==> src/rtl/arb_pkg.sv <==
package arb_pkg;

  typedef enum logic [1:0] {
    SRC_NONE    = 2'd0,
    SRC_HOST_RD = 2'd1,
    SRC_HOST_WR = 2'd2,
    SRC_NET     = 2'd3
  } src_e;

  typedef enum logic [1:0] {
    HS_IDLE   = 2'd0,
    HS_SETTLE = 2'd1,
    HS_WAIT   = 2'd2,
    HS_BUSY   = 2'd3
  } host_st_e;

  // busy cycles taken by one access of the given source
  function automatic int unsigned occ_len(src_e s, int unsigned hw, int unsigned hr,
                                          int unsigned nw);
    case (s)
      SRC_HOST_WR: return hw;
      SRC_HOST_RD: return hr;
      SRC_NET:     return nw;
      default:     return 0;
    endcase
  endfunction

  // network writes allowed ahead of a waiting host request
  function automatic int unsigned pass_limit(logic steady, int unsigned first,
                                             int unsigned later);
    return steady ? later : first;
  endfunction

  function automatic int unsigned max3(int unsigned a, int unsigned b, int unsigned c);
    int unsigned m;
    m = (a > b) ? a : b;
    return (m > c) ? m : c;
  endfunction

endpackage

==> src/rtl/host_front.sv <==
module host_front import arb_pkg::*; #(
  parameter int unsigned ADDR_W     = 16,
  parameter int unsigned DATA_W     = 32,
  parameter int unsigned SETTLE_CYC = 4
) (
  input  logic              clk,
  input  logic              rst_n,
  input  logic              host_req,
  input  logic              host_we,
  input  logic [ADDR_W-1:0] host_addr,
  input  logic [DATA_W-1:0] host_wdata,
  input  logic              launch,
  input  logic              done,
  input  logic [DATA_W-1:0] rdata_in,
  output logic              ready,
  output logic              op_we,
  output logic [ADDR_W-1:0] op_addr,
  output logic [DATA_W-1:0] op_wdata,
  output logic              host_ack,
  output logic [DATA_W-1:0] host_rdata
);

  localparam int unsigned SC_W = $clog2(SETTLE_CYC + 1);

  host_st_e        st;
  logic [SC_W-1:0] settle_cnt;
  logic            req_q;
  logic            take;

  assign take  = (st == HS_IDLE) && host_req && !req_q;
  assign ready = (st == HS_WAIT);

  always_ff @(posedge clk) begin
    if (!rst_n) begin
      st         <= HS_IDLE;
      settle_cnt <= '0;
      req_q      <= 1'b0;
      host_ack   <= 1'b0;
      host_rdata <= '0;
      op_we      <= 1'b0;
      op_addr    <= '0;
      op_wdata   <= '0;
    end else begin
      req_q    <= host_req;
      host_ack <= 1'b0;
      case (st)
        HS_IDLE: begin
          if (take) begin
            st         <= HS_SETTLE;
            settle_cnt <= SC_W'(SETTLE_CYC);
            op_we      <= host_we;
            op_addr    <= host_addr;
            op_wdata   <= host_wdata;
          end
        end
        HS_SETTLE: begin
          if (settle_cnt == SC_W'(1)) st <= HS_WAIT;
          else                        settle_cnt <= settle_cnt - SC_W'(1);
        end
        HS_WAIT: begin
          if (launch) st <= HS_BUSY;
        end
        HS_BUSY: begin
          if (done) begin
            st       <= HS_IDLE;
            host_ack <= 1'b1;
            if (!op_we) host_rdata <= rdata_in;
          end
        end
        default: st <= HS_IDLE;
      endcase
    end
  end

  // acknowledge lasts one cycle
  a_r6_ack_pulse: assert property (@(posedge clk) disable iff (!rst_n)
    host_ack |=> !host_ack);

  // completion seen by the sequencer is acknowledged next cycle
  a_r6_ack_after_done: assert property (@(posedge clk) disable iff (!rst_n)
    (done && st == HS_BUSY) |=> host_ack);

  // no access can begin while the settle time runs
  a_r5_settle_first: assert property (@(posedge clk) disable iff (!rst_n)
    (st == HS_SETTLE) |=> (st != HS_BUSY));

endmodule

==> src/rtl/net_queue.sv <==
module net_queue #(
  parameter int unsigned ADDR_W = 16,
  parameter int unsigned DATA_W = 32,
  parameter int unsigned DEPTH  = 8
) (
  input  logic              clk,
  input  logic              rst_n,
  input  logic              push,
  input  logic [ADDR_W-1:0] push_addr,
  input  logic [DATA_W-1:0] push_data,
  input  logic              pop,
  output logic              valid,
  output logic              full,
  output logic [ADDR_W-1:0] head_addr,
  output logic [DATA_W-1:0] head_data
);

  localparam int unsigned PTR_W = (DEPTH > 1) ? $clog2(DEPTH) : 1;
  localparam int unsigned CNT_W = $clog2(DEPTH + 1);

  logic [ADDR_W-1:0] q_addr [DEPTH];
  logic [DATA_W-1:0] q_data [DEPTH];
  logic [PTR_W-1:0]  wr_ptr, rd_ptr;
  logic [CNT_W-1:0]  count;

  function automatic logic [PTR_W-1:0] bump(logic [PTR_W-1:0] p);
    return (p == PTR_W'(DEPTH - 1)) ? '0 : p + PTR_W'(1);
  endfunction

  assign valid     = (count != '0);
  assign full      = (count == CNT_W'(DEPTH));
  assign head_addr = q_addr[rd_ptr];
  assign head_data = q_data[rd_ptr];

  always_ff @(posedge clk) begin
    if (push) begin
      q_addr[wr_ptr] <= push_addr;
      q_data[wr_ptr] <= push_data;
    end
  end

  always_ff @(posedge clk) begin
    if (!rst_n) begin
      wr_ptr <= '0;
      rd_ptr <= '0;
      count  <= '0;
    end else begin
      if (push) wr_ptr <= bump(wr_ptr);
      if (pop)  rd_ptr <= bump(rd_ptr);
      case ({push, pop})
        2'b10:   count <= count + CNT_W'(1);
        2'b01:   count <= count - CNT_W'(1);
        default: count <= count;
      endcase
    end
  end

  // a strobe never lands on a full queue unless a slot frees the same cycle
  a_r7_no_overflow: assert property (@(posedge clk) disable iff (!rst_n)
    (push && full) |-> pop);

  // the arbiter only takes entries that exist
  a_r7_no_underflow: assert property (@(posedge clk) disable iff (!rst_n)
    pop |-> valid);

endmodule

==> src/rtl/slot_arbiter.sv <==
module slot_arbiter import arb_pkg::*; #(
  parameter int unsigned FIRST_PASS  = 3,
  parameter int unsigned STEADY_PASS = 2
) (
  input  logic clk,
  input  logic rst_n,
  input  logic can_launch,
  input  logic net_valid,
  input  logic host_ready,
  output logic net_launch,
  output logic host_launch,
  output logic [$clog2(((FIRST_PASS > STEADY_PASS) ? FIRST_PASS : STEADY_PASS) + 1)-1:0] pass_cnt
);

  localparam int unsigned MAXP  = (FIRST_PASS > STEADY_PASS) ? FIRST_PASS : STEADY_PASS;
  localparam int unsigned CNT_W = $clog2(MAXP + 1);

  logic             steady;
  logic [CNT_W-1:0] limit;
  logic             net_first;

  assign limit       = CNT_W'(pass_limit(steady, FIRST_PASS, STEADY_PASS));
  assign net_first   = net_valid && (!host_ready || (pass_cnt < limit));
  assign net_launch  = can_launch && net_first;
  assign host_launch = can_launch && host_ready && !net_first;

  always_ff @(posedge clk) begin
    if (!rst_n) begin
      pass_cnt <= '0;
      steady   <= 1'b0;
    end else if (host_launch) begin
      pass_cnt <= '0;
      steady   <= (pass_cnt == limit);
    end else if (net_launch && host_ready) begin
      pass_cnt <= pass_cnt + CNT_W'(1);
    end
  end

  // the counted passes never exceed the allowance in force
  a_r3_pass_bound: assert property (@(posedge clk) disable iff (!rst_n)
    pass_cnt <= limit);

  // at most one source wins a slot
  a_r1_one_winner: assert property (@(posedge clk) disable iff (!rst_n)
    !(net_launch && host_launch));

endmodule

==> src/rtl/mem_sequencer.sv <==
module mem_sequencer import arb_pkg::*; #(
  parameter int unsigned ADDR_W = 16,
  parameter int unsigned DATA_W = 32,
  parameter int unsigned HW_CYC = 9,
  parameter int unsigned HR_CYC = 5,
  parameter int unsigned NW_CYC = 5
) (
  input  logic              clk,
  input  logic              rst_n,
  input  logic              launch,
  input  src_e              launch_src,
  input  logic [ADDR_W-1:0] launch_addr,
  input  logic [DATA_W-1:0] launch_data,
  output logic              can_launch,
  output logic              host_done,
  output src_e              cur_src,
  output logic              mem_en,
  output logic              mem_start,
  output logic              mem_we,
  output logic [ADDR_W-1:0] mem_addr,
  output logic [DATA_W-1:0] mem_wdata
);

  localparam int unsigned MAXC  = max3(HW_CYC, HR_CYC, NW_CYC);
  localparam int unsigned OCC_W = $clog2(MAXC + 1);

  logic [OCC_W-1:0] occ;

  assign can_launch = (occ <= OCC_W'(1));
  assign mem_en     = (occ != '0);
  assign host_done  = (occ == OCC_W'(1)) &&
                      ((cur_src == SRC_HOST_RD) || (cur_src == SRC_HOST_WR));

  always_ff @(posedge clk) begin
    if (!rst_n) begin
      occ       <= '0;
      cur_src   <= SRC_NONE;
      mem_start <= 1'b0;
      mem_we    <= 1'b0;
      mem_addr  <= '0;
      mem_wdata <= '0;
    end else begin
      mem_start <= launch;
      if (launch) begin
        occ       <= OCC_W'(occ_len(launch_src, HW_CYC, HR_CYC, NW_CYC));
        cur_src   <= launch_src;
        mem_we    <= (launch_src != SRC_HOST_RD);
        mem_addr  <= launch_addr;
        mem_wdata <= launch_data;
      end else if (occ != '0) begin
        occ <= occ - OCC_W'(1);
        if (occ == OCC_W'(1)) cur_src <= SRC_NONE;
      end
    end
  end

  // attributes hold for the whole access
  a_r1_attr_stable: assert property (@(posedge clk) disable iff (!rst_n)
    (mem_en && !mem_start) |-> ($stable(mem_addr) && $stable(mem_we) && $stable(mem_wdata)));

  // a new access is only issued when the running one ends
  a_r1_no_overlap: assert property (@(posedge clk) disable iff (!rst_n)
    launch |-> can_launch);

endmodule

==> src/rtl/mem_port_arbiter.sv <==
module mem_port_arbiter import arb_pkg::*; #(
  parameter int unsigned ADDR_W      = 16,
  parameter int unsigned DATA_W      = 32,
  parameter int unsigned HW_CYC      = 9,
  parameter int unsigned HR_CYC      = 5,
  parameter int unsigned NW_CYC      = 5,
  parameter int unsigned SETTLE_CYC  = 4,
  parameter int unsigned FIRST_PASS  = 3,
  parameter int unsigned STEADY_PASS = 2,
  parameter int unsigned NQ_DEPTH    = 8
) (
  input  logic              clk,
  input  logic              rst_n,
  input  logic              host_req,
  input  logic              host_we,
  input  logic [ADDR_W-1:0] host_addr,
  input  logic [DATA_W-1:0] host_wdata,
  output logic              host_ack,
  output logic [DATA_W-1:0] host_rdata,
  input  logic              net_wr_valid,
  input  logic [ADDR_W-1:0] net_wr_addr,
  input  logic [DATA_W-1:0] net_wr_data,
  output logic              mem_en,
  output logic              mem_start,
  output logic              mem_we,
  output logic [ADDR_W-1:0] mem_addr,
  output logic [DATA_W-1:0] mem_wdata,
  input  logic [DATA_W-1:0] mem_rdata
);

  localparam int unsigned MAXP  = (FIRST_PASS > STEADY_PASS) ? FIRST_PASS : STEADY_PASS;
  localparam int unsigned PC_W  = $clog2(MAXP + 1);

  // named internal events
  logic              h_ready, h_we;
  logic [ADDR_W-1:0] h_addr;
  logic [DATA_W-1:0] h_wdata;
  logic              nq_valid, nq_full;
  logic [ADDR_W-1:0] nq_addr;
  logic [DATA_W-1:0] nq_data;
  logic              can_launch, host_done;
  logic              net_launch, host_launch, launch;
  logic [PC_W-1:0]   pass_cnt;
  src_e              cur_src, l_src;
  logic [ADDR_W-1:0] l_addr;
  logic [DATA_W-1:0] l_data;

  host_front #(.ADDR_W(ADDR_W), .DATA_W(DATA_W), .SETTLE_CYC(SETTLE_CYC)) u_host (
    .clk(clk), .rst_n(rst_n),
    .host_req(host_req), .host_we(host_we), .host_addr(host_addr), .host_wdata(host_wdata),
    .launch(host_launch), .done(host_done), .rdata_in(mem_rdata),
    .ready(h_ready), .op_we(h_we), .op_addr(h_addr), .op_wdata(h_wdata),
    .host_ack(host_ack), .host_rdata(host_rdata)
  );

  net_queue #(.ADDR_W(ADDR_W), .DATA_W(DATA_W), .DEPTH(NQ_DEPTH)) u_nq (
    .clk(clk), .rst_n(rst_n),
    .push(net_wr_valid), .push_addr(net_wr_addr), .push_data(net_wr_data),
    .pop(net_launch), .valid(nq_valid), .full(nq_full),
    .head_addr(nq_addr), .head_data(nq_data)
  );

  slot_arbiter #(.FIRST_PASS(FIRST_PASS), .STEADY_PASS(STEADY_PASS)) u_arb (
    .clk(clk), .rst_n(rst_n),
    .can_launch(can_launch), .net_valid(nq_valid), .host_ready(h_ready),
    .net_launch(net_launch), .host_launch(host_launch), .pass_cnt(pass_cnt)
  );

  always_comb begin
    if (net_launch) begin
      l_src  = SRC_NET;
      l_addr = nq_addr;
      l_data = nq_data;
    end else begin
      l_src  = h_we ? SRC_HOST_WR : SRC_HOST_RD;
      l_addr = h_addr;
      l_data = h_wdata;
    end
  end

  assign launch = net_launch | host_launch;

  mem_sequencer #(.ADDR_W(ADDR_W), .DATA_W(DATA_W),
                  .HW_CYC(HW_CYC), .HR_CYC(HR_CYC), .NW_CYC(NW_CYC)) u_seq (
    .clk(clk), .rst_n(rst_n),
    .launch(launch), .launch_src(l_src), .launch_addr(l_addr), .launch_data(l_data),
    .can_launch(can_launch), .host_done(host_done), .cur_src(cur_src),
    .mem_en(mem_en), .mem_start(mem_start), .mem_we(mem_we),
    .mem_addr(mem_addr), .mem_wdata(mem_wdata)
  );

  // with a queued network write and no passes counted, the network takes the free slot
  a_r2_net_first: assert property (@(posedge clk) disable iff (!rst_n)
    (nq_valid && can_launch && pass_cnt == '0) |=> (cur_src == SRC_NET));

  // the queue state flag is consistent with the launch decision
  a_r7_full_drains: assert property (@(posedge clk) disable iff (!rst_n)
    (nq_full && can_launch && !h_ready) |-> net_launch);

endmodule

==> config.mk <==
export PLATFORM = sky130hd
export DESIGN_NAME = mem_port_arbiter
export DESIGN_NICKNAME = d
export VERILOG_FILES = /design/src/rtl/arb_pkg.sv /design/src/rtl/host_front.sv /design/src/rtl/net_queue.sv /design/src/rtl/slot_arbiter.sv /design/src/rtl/mem_sequencer.sv /design/src/rtl/mem_port_arbiter.sv
export SDC_FILE = /design/constraint.sdc
export NUM_CORES = 1
export LEC_CHECK = 0
export BUFFER_PORTS_ARGS = -buffer_cell sky130_fd_sc_hd__buf_2
export CELL_PAD_IN_SITES_DETAIL_PLACEMENT = 2
export CELL_PAD_IN_SITES_GLOBAL_PLACEMENT = 2
export CORE_MARGIN = 4
export CORE_UTILIZATION = 43
export DETAILED_ROUTE_END_ITERATION = 7
export PLACE_DENSITY_LB_ADDON = 0.1
export SYNTH_ARGS = -nofsm -noshare
export SYNTH_HDL_FRONTEND = slang
export SYNTH_SLANG_ARGS = --single-unit
==> constraint.sdc <==
create_clock -name clk -period 6.2 [get_ports clk]
set_input_delay 0.93 -clock clk [delete_from_list [all_inputs] [get_ports clk]]
set_output_delay 0.93 -clock clk [all_outputs]
set_load 0.02 [all_outputs]
# Yosys cells after proc, flatten, opt, wreduce, memory -nomap -nowiden
# Memory sizes are Yosys's and may differ from the RTL's. A register that Yosys moved wholly into a read port is not among the register bits.
# Index checks and enable logic that the tools add are counted.
[totals]
ramBits = 384
n_memories = 2
register_bits = 157
inputBits = 133
wordCells = 111
out_inout_bits = 84
[op_classes]
add_sub_neg = 7
order_cmp = 2
eq_ne = 21
n_reduce_logical = 28
bitwise_logic = 3
n_mux = 29
[mem_list]
columns = ["name", "depth", "width", "rd", "rd_clocked_by_memory_dff", "wr", "line", "rtl"]
rows = [
  ["u_nq.q_data", 8, 32, 1, 1, 1, "net_queue.sv:22", "logic [DATA_W-1:0] q_data [DEPTH];"],
  ["u_nq.q_addr", 8, 16, 1, 1, 1, "net_queue.sv:21", "logic [ADDR_W-1:0] q_addr [DEPTH];"],
]
[op_table]
columns = ["operator", "n"]
rows = [
  ["2-to-1 mux 32 bit", 1],
  ["2-to-1 mux 3 bit", 8],
  ["2-to-1 mux 2 bit", 9],
  ["2-to-1 mux 16 bit", 1],
  ["one-hot mux 4 bit (2 select lines)", 2],
  ["== test 2 bit (second input constant)", 6],
  ["== test 2 x 1 -> 1 bit (second input constant)", 4],
  ["logical AND 1 bit", 8],
  ["2-to-1 mux 4 bit", 2],
  ["one-hot mux 2 bit (4 select lines)", 1],
  ["nonzero test 2 bit", 4],
  ["nonzero test 4 bit", 2],
  ["subtractor 4 x 1 -> 4 bit (second input constant)", 2],
  ["adder 3 x 1 -> 3 bit (second input constant)", 2],
  ["== test 3 bit (second input constant)", 2],
  ["inequality test 2 x 1 -> 1 bit (second input constant)", 3],
  ["inequality test 2 bit (second input constant)", 3],
  ["one-hot mux 3 bit (2 select lines)", 1],
  ["AND reduction 2 bit", 3],
  ["AND reduction 3 bit", 2],
  ["adder 4 x 1 -> 4 bit (second input constant)", 1],
  ["== test 4 x 1 -> 1 bit (second input constant)", 1],
  ["less-or-equal comparator 4 x 1 -> 1 bit (second input constant)", 1],
  ["2-to-1 mux 1 bit", 4],
  ["other kinds (12)", 17],
]

# Logic depth before layout (Yosys ltp)
# Gate-level depths: netlist (run 1).
[logic_depth]
word_depth = 10
depth_mapped = 14

# Cells and area by module
# From an unflattened synthesis (run 1), not the netlist that was laid out.
[unflattened]
hier_cells = 1311
area_unflattened_um2 = 21938.5
[by_module_without_submodules]
columns = ["mod", "instances", "cells_each", "seq_area_each_um2", "area_each_um2"]
rows = [
  ["net_queue", 1, 628, 11791.3, 15278.4],
  ["host_front", 1, 404, 1761.7, 3418.3],
  ["mem_sequencer", 1, 200, 1121.1, 2207.1],
  ["mem_port_arbiter", 1, 57, 0.0, 842.1],
  ["slot_arbiter", 1, 22, 60.1, 192.7],
]

# Least setup slack after synthesis (run 1)
# Ideal clock, no wire load.
[synth_timing]
path_type = "input-to-reg"
start = "in net_wr_valid"
end = "mem u_nq.q_addr[0][0], enable pin"
t_required_ns = 5.687
slack_ns = 1.368
path_buffers = 0
stages = 2
setup_time_ns = 0.513
arrival_ns = 4.319
path_cell_list = "nand2b_1 nor3_1"
[synth_between]
elab_chain_cells = 2
[synth_rtl]
columns = ["item", "line", "rtl"]
rows = [
  ["start: declaration", "mem_port_arbiter.sv:20", "input logic net_wr_valid,"],
  ["2-to-1 mux 1 bit", "net_queue.sv:36", "if (push) begin"],
  ["2-to-1 mux 1 bit (implied by the code)", "net_queue.sv:37", "q_addr[wr_ptr] <= push_addr;"],
  ["end: declaration", "net_queue.sv:21", ""],
]
# Every way passes these cells.

# Worst setup path after layout (run 1)
[layout_timing]
start = "reg u_host.st[0]"
end = "reg u_nq.count[2]"
[layout_between]
elab_chain_cells = 7
[layout_rtl]
columns = ["item", "line", "rtl"]
rows = [
  ["start: declaration", "host_front.sv:25", "host_st_e st;"],
  ["start signal: assignment", "host_front.sv:35", "st <= HS_IDLE;"],
  ["start signal: assignment", "host_front.sv:49", "st <= HS_SETTLE;"],
  ["start signal: assignment", "host_front.sv:57", "if (settle_cnt == SC_W'(1)) st <= HS_WAIT;"],
  ["== test 2 bit (*)", "host_front.sv:31", "assign ready = (st == HS_WAIT);"],
  ["zero test 1 bit (*)", "slot_arbiter.sv:23", "assign net_first = net_valid && (!host_ready || (pass_cnt < limit));"],
  ["logical OR 1 bit (*)", "slot_arbiter.sv:23", ""],
  ["logical AND 1 bit (*)", "slot_arbiter.sv:23", ""],
  ["logical AND 1 bit (*)", "slot_arbiter.sv:24", "assign net_launch = can_launch && net_first;"],
  ["== test 2 x 1 -> 1 bit or == test 2 bit (tied branches)", "net_queue.sv:50", "case ({push, pop})"],
  ["one-hot mux 4 bit (2 select lines) or nonzero test 2 bit (tied branches)", "-", ""],
  ["end signal: assignment", "net_queue.sv:51", "2'b10: count <= count + CNT_W'(1);"],
  ["end signal: assignment", "net_queue.sv:52", "2'b01: count <= count - CNT_W'(1);"],
  ["end signal: assignment", "net_queue.sv:53", "default: count <= count;"],
  ["end: declaration", "net_queue.sv:24", "logic [CNT_W-1:0] count;"],
]
# Mark *: on every way between the ends. The rest lies on a longest branch, timed or not.
# A chain may end at the register's enable or synchronous reset.

==> results of run 1 <==
## path summary, 6_finish.rpt
kind,startpoint,end,slack (ps)
setup / recovery,u_host.st[0],u_nq.count[2],2930
hold / removal,u_arb.steady,u_arb.steady,460
setup reg to reg,u_host.st[0],u_nq.count[2],2930
hold reg to reg,u_arb.steady,u_arb.steady,460
## synth_stat cells (all sizes together), types with 4 or more instances
cell type | n | share of area (%)
o221ai | 48 | 2.1
edfxtp | 384 | 56
dfxtp | 160 | 16
nand3b | 5 | 0.18
ha | 17 | 1.0
nor3 | 4 | 0.098
mux2i | 87 | 4.3
mux4 | 96 | 11
a21oi | 109 | 2.7
xor2 | 5 | 0.21
nand2b | 8 | 0.24
nor2 | 57 | 1.0
clkbuf | 51 | 0.94
buf | 25 | 0.59
nand2 | 109 | 2.0
inv | 13 | 0.24
o21ai | 9 | 0.22
## report_power, final
part / leakage (uW) / switching (uW) / internal, uW
combinational: 0.00280 / 1470 / 953
clock: 0.000963 / 1470 / 2110
sequential: 0.00480 / 308 / 4220
total: 0.00856 / 3250 / 7280
## metal layers
layer | global-route usage [%] | up-vias
met5 | 0 | -
met4 | 4.50 | 8
met3 | 4.17 | 84
met2 | 39.1 | 318
met1 | 31.1 | 6419
li1 | - | 5219
## cell type report
class                   count  area, um^2  share of cell area (%)
flip-flops and latches    544       14700                    60.9
diodes                      2        5.00                  0.0207
well taps                 607         759                    3.14
clock inverters            26         305                    1.26
inverters                  13        51.3                   0.212
multi-input cells         592        5440                    22.5
repair buffers            237        1240                    5.12
clock buffers              82        1650                    6.83
## registers in the layout, summed over array words and instances, names as in the netlist, 2 cells and up, named ones only
signal             cells
u_nq.q_data          256
u_seq.mem_addr        16
u_host.st              2
u_host.op_wdata       32
u_seq.cur_src          2
u_host.op_addr        16
u_seq.occ              4
u_nq.rd_ptr            3
u_arb.pass_cnt         2
u_nq.count             4
u_seq.mem_wdata       32
u_host.host_rdata     32
u_nq.wr_ptr            3
u_nq.q_addr          128
u_host.settle_cnt      3
## logic make-up (layout without fill, tap and decap cells)
logic type,after synthesis,in the layout,synth area share (%)
compound gates,180,180,5.56
xor+xnor,6,6,0.257
fa+ha+maj,17,17,1.04
buf+inv,89,358,1.76
flops,544,544,72.0
mux,185,185,14.9
other cells,0,2,0
simple gates,204,204,4.42
## layout by cell type (no fill, tap or decap), drive strengths merged, types with 4 or more instances in the layout
cell type | Yosys | routed
dfxtp | 160 | 160
a21oi | 109 | 109
nor3 | 4 | 4
edfxtp | 384 | 384
clkinv | 0 | 17
inv | 13 | 15
bufinv | 0 | 6
o21ai | 9 | 9
o221ai | 48 | 48
mux2i | 87 | 87
nand2b | 8 | 8
ha | 17 | 17
nand3b | 5 | 5
clkbuf | 51 | 82
nand2 | 109 | 109
xor2 | 5 | 5
buf | 25 | 237
mux4 | 96 | 96
nor2 | 57 | 57
## metrics by stage
| stage | cell area [um^2] | power, uW | cells | hold WS [ps] | worst slack, ps |
|---|---|---|---|---|---|
| after CTS | 24200 | 10600 | 2101 | 462 | 2990 |
| after detailed placement | 22200 | 7030 | 1993 | 453 | 2920 |
| after floorplan | 20500 | 6120 | 1225 | 432 | 1370 |
| after global placement | 22200 | 6920 | 1993 | 441 | 3030 |
| after global routing | 24200 | 11000 | 2101 | 479 | 2800 |
| final | 24200 | 10500 | 2103 | 458 | 2930 |
## critical path, stage by stage (launching register included)
cell and delay (ps):
sky130_fd_sc_hd__dfxtp_1 390, sky130_fd_sc_hd__inv_1 100, sky130_fd_sc_hd__ha_1 340, sky130_fd_sc_hd__and3b_1 320, sky130_fd_sc_hd__nor4_4 200, sky130_fd_sc_hd__buf_4 740, sky130_fd_sc_hd__ha_1 350, sky130_fd_sc_hd__a21oi_1 100
sky130_fd_sc_hd__xor2_1 160, sky130_fd_sc_hd__or3_1 320, sky130_fd_sc_hd__a21oi_1 180
==> metrics.md, run 1 <==
| Metric | Value |
|---|---|
| Post-route DRC | `0` |
| Static leakage | `0.00856 uW` |
| Total core area | `46800 um^2` |
| Area growth from synthesis to final layout | `18.3%` |
| Die Wd | `approximately 230 um` |
| Placer congestion estimate | `a little over 0.7` |
| Final routed wirelength across all metal layers | `approximately 59000 um` |
| CP Class | `reg -> reg` |
| Input/output buffers | `about 220` |
| Fraction of registers with async set or reset after synthesis | `0%` |
| Critical Path Sink Type | `register` |
| Vias | `between 10000 and 15000` |
| Clock latency on the worst-skew pair | `between 600 and 700 ps` |
| Final-report setup violation count | `0` |
| Synth Area per Inst | `approximately 17 um^2` |
| Post-CTS Setup Inserts | `0` |
| GRT Util Overall | `approximately 23%` |
| Number of antenna-violating nets in the routed design | `0` |
| Clock Skew | `21.0 ps` |
| Clk pin slew, worst setup/hold paths | `roughly 60 ps` |
| Sum of overflow across all layers after global routing | `0` |
| Detail-routed via count per cell | `between 5 and 6` |
| CTS hold repair buffers | `0` |
| Detailed-placement wirelength estimate | `34500 um` |
| Metal-1 WL | `~25000 um` |
| Synthesized net count | `around 1400` |
| Final-report hold violation count | `0` |
| Cell row count | `79` |
| Highest routed layer | `met5` |
| CTS Root Cell | `sky130_fd_sc_hd__clkbuf_16` |
| Pin count of the biggest net entering global routing | `62` |
| Worst-margin pin slew | `approximately 1000 ps` |
| Register area share after synthesis | `72.0%` |
| Cells after Synth | `1225` |
| Status | `completed` |
| Effective utilization at floorplan | `a little over two fifths` |
| Sink count of the clock tree | `544` |
| Utilization of the core after routing | `about 52%` |
| Boundary Pins | `217` |
| Shortest period the worst path allows | `about 3300 ps` |
| Wirelength per Cell | `roughly 28 um` |
| Wire length of the first global-routing pass | `between 80000 and 90000 um` |
| Initial antenna violation count | `7` |
| Maximum clock insertion buffer count | `3` |
| Via count of the first global-routing pass | `13200` |
| Max-slew headroom | `a little under a third` |
| Data arrival time of the critical path | `~3800 ps` |
| Netlist area before placement | `about 20000 um^2` |
| YS warnings | `0` |
| Worst reg-to-reg path cell count | `10` |
| Max-slew violation count | `0` |
| Met2 Routed Length | `between 20000 and 30000 um` |
| Height of the chip | `approximately 230 um` |
| Max rail drop VDD | `between 200 and 300 uV` |
| First-iteration detailed-routing DRC count | `between 900 and 1000` |
| TritonCTS Buffers | `57` |
| Worst path required time | `6730 ps` |
| Count of filler cells inserted in the layout | `4185` |
| Unique masters post-synth | `44` |
| Number of enable-type register cells in the synthesized netlist | `approximately 380` |
| Full die area | `around 50000 um^2` |
| First-pass iteration count of the detailed router | `5` |
| H-tree depth | `2` |
| Accumulated negative setup slack | `0 ps` |
| # resized after CTS | `0` |
| Type of origin of the critical path | `register` |
| Maximum clock rate | `~310 MHz` |
| Portion of the clock cycle consumed by the worst path in the final layout | `a little over half` |
| Ratio of cells with drive above 1 in the final layout | `29.5%` |
| Total of flip-flops plus latches after synthesis | `~540` |
| Predominant post-synthesis flop cell | `sky130_fd_sc_hd__edfxtp_1` |
| Setup repair after global routing missed its margin | `false` |
| WHS Path Cells | `2` |
| PD cells | `between 400 and 500 nW/um^2` |
| CTS tree | `yes` |
| Final net count | `roughly 1600` |
| Maximum fanout count along the critical path | `between 50 and 60` |
| Hold WC Path Type | `reg -> reg` |
| Maximum Capacitance Violations | `0` |
| Routed length on met3 | `3110 um` |
(Power assumes the default switching activity.)
==> run 2: changes to the inputs <==
- clock period: 6.2 -> 3.05 ns (I/O delays scaled with it)
==> run 2 against run 1 <==
Compared with the run above: non-clock buffer count increased by 14; register-to-register slack got worse by 2600 ps; critical path type unchanged; first-iteration DRC count decreased by 12%; die area did not move; power up 100%; critical endpoint unchanged; final cell count grew 0.57%; largest cell class unchanged; final area is 0.95% higher; largest power group unchanged.
==> metrics.md, run 2 (synthesized netlist as in run 1, its figures left out) <==
| Metric | Value |
|---|---|
| Wire length of the first global-routing pass | `approximately 84000 um` |
| Flop pwr share | `42.6%` |
| Setup repair after global routing missed its margin | `false` |
| Hold path start | `mem_rdata[30]` |
| CTS hold repair buffers | `0` |
| Register ranked first by flip-flop count | `u_nq.q_data` |
| Layout Cell Area excl Fill | `around 24000 um^2` |
| Max-slew headroom | `between 40% and 50%` |
| Max rail drop VDD | `approximately 670 uV` |
| Full die area | `approximately 51000 um^2` |
| Post-route DRC | `0` |
| Vias | `around 12000` |
| Placer congestion estimate | `roughly 0.76` |
| CTS Root Cell | `sky130_fd_sc_hd__clkbuf_16` |
| First-iteration detailed-routing DRC count | `roughly 850` |
| Type of origin of the critical path | `register` |
| Maximum Capacitance Violations | `0` |
| PD cells | `~870 nW/um^2` |
| Total core area | `between 40000 and 50000 um^2` |
| Worst-margin pin slew | `approximately 860 ps` |
| Internal power component | `14900 uW` |
| Clk pin slew, worst setup/hold paths | `roughly 60 ps` |
| Via count of the first global-routing pass | `13300` |
| # resized after CTS | `0` |
| Maximum clock rate | `between 300 and 400 MHz` |
| Wirelength per Cell | `between 20 and 30 um` |
| CP startpoint | `u_host.st[0]` |
| Final-report hold violation count | `0` |
| Switching power total | `approximately 6400 uW` |
| Net switching fraction of the power | `a little under a third` |
| Sink count of the clock tree | `between 500 and 600` |
| Area growth from synthesis to final layout | `19.4%` |
| CP Class | `reg -> reg` |
| Worst reg-to-reg path cell count | `11` |
| Detailed-placement wirelength estimate | `between 30000 and 40000 um` |
| H-tree depth | `2` |
| Leading cell types in the layout, fill and taps excluded | `sky130_fd_sc_hd__edfxtp_1 (384), sky130_fd_sc_hd__buf_2 (216), sky130_fd_sc_hd__dfxtp_1 (157), sky130_fd_sc_hd__nand2_1 (109), sky130_fd_sc_hd__a21oi_1 (109)` |
| Initial antenna violation count | `6` |
| Final routed wirelength across all metal layers | `around 56000 um` |
| Reg-to-reg endpoint | `u_nq.count[2]` |
| TritonCTS Buffers | `57` |
| Input/output buffers | `around 220` |
| Static leakage | `about 0.0086 uW` |
| Effective utilization at floorplan | `43.8%` |
| Sum of overflow across all layers after global routing | `0` |
| GRT Util Overall | `a little over a fifth` |
| Shortest period the worst path allows | `between 2000 and 3000 ps` |
| Die Wd | `roughly 230 um` |
| Worst path required time | `3570 ps` |
| Final net count | `between 1500 and 2000` |
| Total power | `~21000 uW` |
| First-pass iteration count of the detailed router | `5` |
| Clock Skew | `approximately 23 ps` |
| Boundary Pins | `about 220` |
| Biggest regs | `u_nq.q_data (256), u_nq.q_addr (128)` |
| Post-CTS Setup Inserts | `0` |
| Maximum fanout count along the critical path | `9` |
| Cell row count | `approximately 80` |
| Flop2flop setup slack | `just under 300 ps` |
| Clock latency on the worst-skew pair | `about 610 ps` |
| Hold WC Path Type | `in -> reg` |
| Most common cell after layout, fill and taps aside | `sky130_fd_sc_hd__edfxtp_1` |
| Flip-flop count of the largest register after layout | `256` |
| Max-slew violation count | `0` |
| Final-report setup violation count | `0` |
| Detail-routed via count per cell | `5.59` |
| Pin count of the biggest net entering global routing | `57` |
| Reg-to-Reg Start | `u_host.st[0]` |
| Height of the chip | `between 200 and 250 um` |
| Ratio of cells with drive above 1 in the final layout | `a little under a third` |
| Endpoint of the most critical setup path | `u_nq.count[2]` |
| Placed cell areas | `22500 um^2` |
| Accumulated negative setup slack | `0 ps` |
| Clk pwr share | `33.2%` |
| Data arrival time of the critical path | `between 3000 and 4000 ps` |
| CTS tree | `yes` |
| Critical Path Sink Type | `register` |
| Comb power frac | `~24%` |
| Maximum clock insertion buffer count | `3` |
| Number of antenna-violating nets in the routed design | `0` |
| Status | `completed` |
| Portion of the clock cycle consumed by the worst path in the final layout | `approximately 90%` |
==> run 2: cell count changes in the layout (fill, tap and decap cells not counted) <==
cell,change
sky130_fd_sc_hd__clkbuf_8,-2
sky130_fd_sc_hd__nor3_4,+2
sky130_fd_sc_hd__clkinv_2,+3
sky130_fd_sc_hd__buf_4,+1
sky130_fd_sc_hd__nor3_2,-2
sky130_fd_sc_hd__clkinv_8,-1
sky130_fd_sc_hd__diode_2,-1
sky130_fd_sc_hd__inv_16,-1
sky130_fd_sc_hd__buf_12,+13
==> run 2: worst min path at each step <==
stage / endpoint / slack, ps / depth (start not counted)
final: u_host.host_rdata[30] / 90 / 3
after global routing: u_host.op_wdata[14] / 70 / 3
after CTS: u_host.op_wdata[6] / 50 / 3
after detailed placement: u_arb.steady / 450 / 2
after global placement: u_host.op_wdata[7] / 440 / 2
after floorplan: u_arb.steady / 430 / 2
==> run 2: cell type report <==
class	instances	area, um^2
clock buffers	80	1630
repair buffers	251	1510
inverters	13	51.3
diodes	1	2.50
multi-input cells	592	5450
flip-flops and latches	544	14700
well taps	607	759
fillers	4239	22300
clock inverters	27	284
==> run 2: per-layer routing <==
layer | part of all wire [%] | wire length (um) | track usage, %
met2 | 50 | 27900 | 38.1
met5 | 0.094 | 52 | 0
met3 | 5.3 | 2950 | 3.85
met1 | 43 | 23800 | 28.7
met4 | 1.6 | 865 | 4.91
==> run 2: power by group through the flow <==
| stage | clock, uW | sequential [uW] | combinational (uW) |
|---|---|---|---|
| after detailed placement | 0 | 9210 | 5150 |
| final | 7070 | 9070 | 5130 |
| after global placement | 0 | 9170 | 4970 |
| after floorplan | 0 | 9440 | 3000 |
| after global routing | 7570 | 9140 | 5590 |
| after CTS | 7240 | 9070 | 5220 |
==> run 2: per-stage QoR <==
step | instances | utilization [%] | hold WS [ps] | setup WS (ps)
5_1_grt | 2114 | 52.2 | 71.1 | 84.8
4_1_cts | 2114 | 52.2 | 54.9 | 291
6_report | 2115 | 52.2 | 88.7 | 297
2_1_floorplan | 1225 | - | 432 | -22.8
3_3_place_gp | 2007 | 48.2 | 443 | 422
3_5_place_dp | 2007 | 48.2 | 449 | 329
==> run 2: critical path: stages, from the launching register on <==
cell and delay, ps:
sky130_fd_sc_hd__dfxtp_1 360, sky130_fd_sc_hd__inv_1 90, sky130_fd_sc_hd__ha_1 320, sky130_fd_sc_hd__and3b_1 310
sky130_fd_sc_hd__nor4_4 230, sky130_fd_sc_hd__ha_1 310, sky130_fd_sc_hd__xor2_1 100, sky130_fd_sc_hd__ha_1 200
sky130_fd_sc_hd__a21oi_1 190, sky130_fd_sc_hd__xor2_1 100, sky130_fd_sc_hd__or3_1 310, sky130_fd_sc_hd__a21oi_1 150
==> run 3: changes to the inputs <==
- GPL_TIMING_DRIVEN: not set -> 0
- SKIP_LAST_GASP: not set -> 1
==> run 3 against run 2 <==
Compared with the run above: final area increased by 1.4%; clock power about the same; routed wire length increased by 13%; non-clock buffer count increased by 62; critical path depth decreased by 5; first-iteration DRC count increased by 18%; global-route usage increased by 2.7 points; flip-flop and latch count unchanged; critical endpoint is now u_seq.mem_addr[11]; utilization increased by 0.71 points; via count increased by 5.1%; sequential power decreased by 0.9%; critical path type unchanged.
==> metrics.md, run 3 (synthesized netlist as in run 1, its figures left out) <==
| Metric | Value |
|---|---|
| Clock Skew | `roughly 34 ps` |
| Layout Cell Area excl Fill | `between 20000 and 25000 um^2` |
| Flip-flop count of the largest register after layout | `256` |
| Largest delay share family, worst path | `buffers and inverters` |
| Sink count of the clock tree | `544` |
| Die Wd | `approximately 230 um` |
| Final-report hold violation count | `0` |
| Setup repair after global routing missed its margin | `true` |
| Post-route DRC | `0` |
| Number of antenna-violating nets in the routed design | `0` |
| Register ranked first by flip-flop count | `u_nq.q_data` |
| Max-slew violation count | `0` |
| Portion of the clock cycle consumed by the worst path in the final layout | `95.4%` |
| Vias | `roughly 12000` |
| Area growth from synthesis to final layout | `21.0%` |
| Height of the chip | `between 200 and 250 um` |
| Placer congestion estimate | `about 0.73` |
| Maximum Capacitance Violations | `0` |
| TritonCTS Buffers | `57` |
| Crit path top cell by count | `sky130_fd_sc_hd__clkbuf_1` |
| First-pass iteration count of the detailed router | `5` |
| Total power | `roughly 22000 uW` |
| Effective utilization at floorplan | `43.8%` |
| Hold WC Path Type | `in -> reg` |
| Critical Path, Cell by Cell | `clkbuf_1 -> buf_2 -> clkbuf_1 -> mux4_2 -> mux2i_1 -> a21oi_1` |
| Ratio of cells with drive above 1 in the final layout | `between 20% and 30%` |
| Full die area | `51100 um^2` |
| Minimum setup slack after placement | `-907 ps` |
| Detailed-placement wirelength estimate | `slightly above 40000 um` |
| Type of origin of the critical path | `register` |
| CTS Root Cell | `sky130_fd_sc_hd__clkbuf_16` |
| CP Class | `reg -> reg` |
| PD cells | `between 800 and 900 nW/um^2` |
| Leading cell types in the layout, fill and taps excluded | `sky130_fd_sc_hd__edfxtp_1 (384), sky130_fd_sc_hd__buf_2 (237), sky130_fd_sc_hd__dfxtp_1 (160), sky130_fd_sc_hd__nand2_1 (109), sky130_fd_sc_hd__a21oi_1 (109)` |
| Utilization of the core after routing | `between 50% and 60%` |
| Count of filler cells inserted in the layout | `about 4200` |
| Detail-routed via count per cell | `between 5 and 6` |
| Largest stage delay on the critical path | `around 650 ps` |
| Worst path required time | `roughly 3500 ps` |
| Max rail drop VDD | `about 530 uV` |
| Worst Path Buf+Inv | `3` |
| Final routed wirelength across all metal layers | `62600 um` |
| Worst-margin pin slew | `1050 ps` |
| Maximum fanout count along the critical path | `10` |
| Most common cell after layout, fill and taps aside | `sky130_fd_sc_hd__edfxtp_1` |
| Maximum clock insertion buffer count | `3` |
| Shortest period the worst path allows | `a little under 3000 ps` |
| Total core area | `46800 um^2` |
| Final net count | `between 1500 and 2000` |
| Static leakage | `around 0.0088 uW` |
| Boundary Pins | `around 220` |
| Post-route setup slack | `about 140 ps` |
| H-tree depth | `2` |
| First-iteration detailed-routing DRC count | `1008` |
| Pin count of the biggest net entering global routing | `24` |
| Final-report setup violation count | `0` |
| Input/output buffers | `around 220` |
| Cell row count | `roughly 80` |
| GRT Util Overall | `approximately a quarter` |
| Wirelength per Cell | `28.7 um` |
| Initial antenna violation count | `10` |
| Data arrival time of the critical path | `~3400 ps` |
| Placed cell areas | `22800 um^2` |
| Clk pin slew, worst setup/hold paths | `roughly 60 ps` |
| CTS tree | `yes` |
| Critical Path Sink Type | `register` |
| Worst Hold Slack | `77.0 ps` |
| Slowest stage cell, crit path | `sky130_fd_sc_hd__clkbuf_1` |
| Clock latency on the worst-skew pair | `a little over 600 ps` |
| Sum of overflow across all layers after global routing | `0` |
| Via count of the first global-routing pass | `between 10000 and 15000` |
| Biggest regs | `u_nq.q_data (256), u_nq.q_addr (128)` |
| Wire length of the first global-routing pass | `between 90000 and 100000 um` |
| Max-slew headroom | `around 30%` |
| Maximum clock rate | `around 340 MHz` |
| Status | `completed` |
## run 3: cell count changes in the layout (fill, tap and decap cells not counted), sizes merged
cell / previous run / this run
clkbuf: 80 / 124
buf: 251 / 263
clkinvlp: 1 / 0
bufinv: 6 / 7
diode: 1 / 6
clkinv: 19 / 26
inv: 14 / 13
## run 3: power breakdown
group,total [uW],internal [uW],switching [uW]
Sequential,8990,8570,416
Combinational,5550,2090,3460
Clock,7090,4160,2930
Total,21600,14800,6810
## run 3: worst paths after layout
check | start | to | slack (ps) | cells past startpoint
worst max register to register | register | u_seq.mem_addr[11] | 140 | 6
worst min register to register | u_host.op_wdata[24] | u_host.op_wdata[24] | 460 | 2
worst max-delay path | register | u_seq.mem_addr[11] | 140 | 6
worst min-delay path | host_req | u_host.req_q | 80 | 2
## run 3: what timing repair did
action | in CTS | in global routing
gates resized for setup | 4 | 1
hold buffers | 0 | 0
setup buffers | 2 | 0
pin swaps | 1 | 1
endpoints found under the setup margin | 4 | 4
## run 3: stage by stage
| stage | std cells | TNS, ps |
|---|---|---|
| final | 2182 | 0 |
| after global routing | 2179 | -36.6 |
| after CTS | 2176 | 0 |
| after detailed placement | 2068 | -2310 |
| after global placement | 2048 | -951390 |
| after floorplan | 1225 | -2680 |
## run 3: worst register-to-register path: stages (launching register included)
cell and delay, ps:
sky130_fd_sc_hd__dfxtp_1 320, sky130_fd_sc_hd__clkbuf_1 470, sky130_fd_sc_hd__buf_2 390, sky130_fd_sc_hd__clkbuf_1 660, sky130_fd_sc_hd__mux4_2 410, sky130_fd_sc_hd__mux2i_1 370, sky130_fd_sc_hd__a21oi_1 130
## run 3: area by class of cell
class                   instances  area, um^2  area share, %
flip-flops and latches        544       14700           59.5
multi-input cells             592        5440           22.0
clock buffers                  74        1550           6.27
repair buffers                238        1550           6.27
well taps                     607         759           3.07
clock inverters                33         338           1.36
plain buffers                  75         318           1.28
inverters                      13        48.8          0.197
diodes                          6        15.0         0.0606
## run 3: layer usage
layer	wire length (um)	vias to the layer above	global-route usage [%]
li1	-	5378	-
met1	26100	6538	32.3
met2	31200	420	41.8
met3	3770	85	5.15
met4	1340	8	6.36
met5	61	-	0
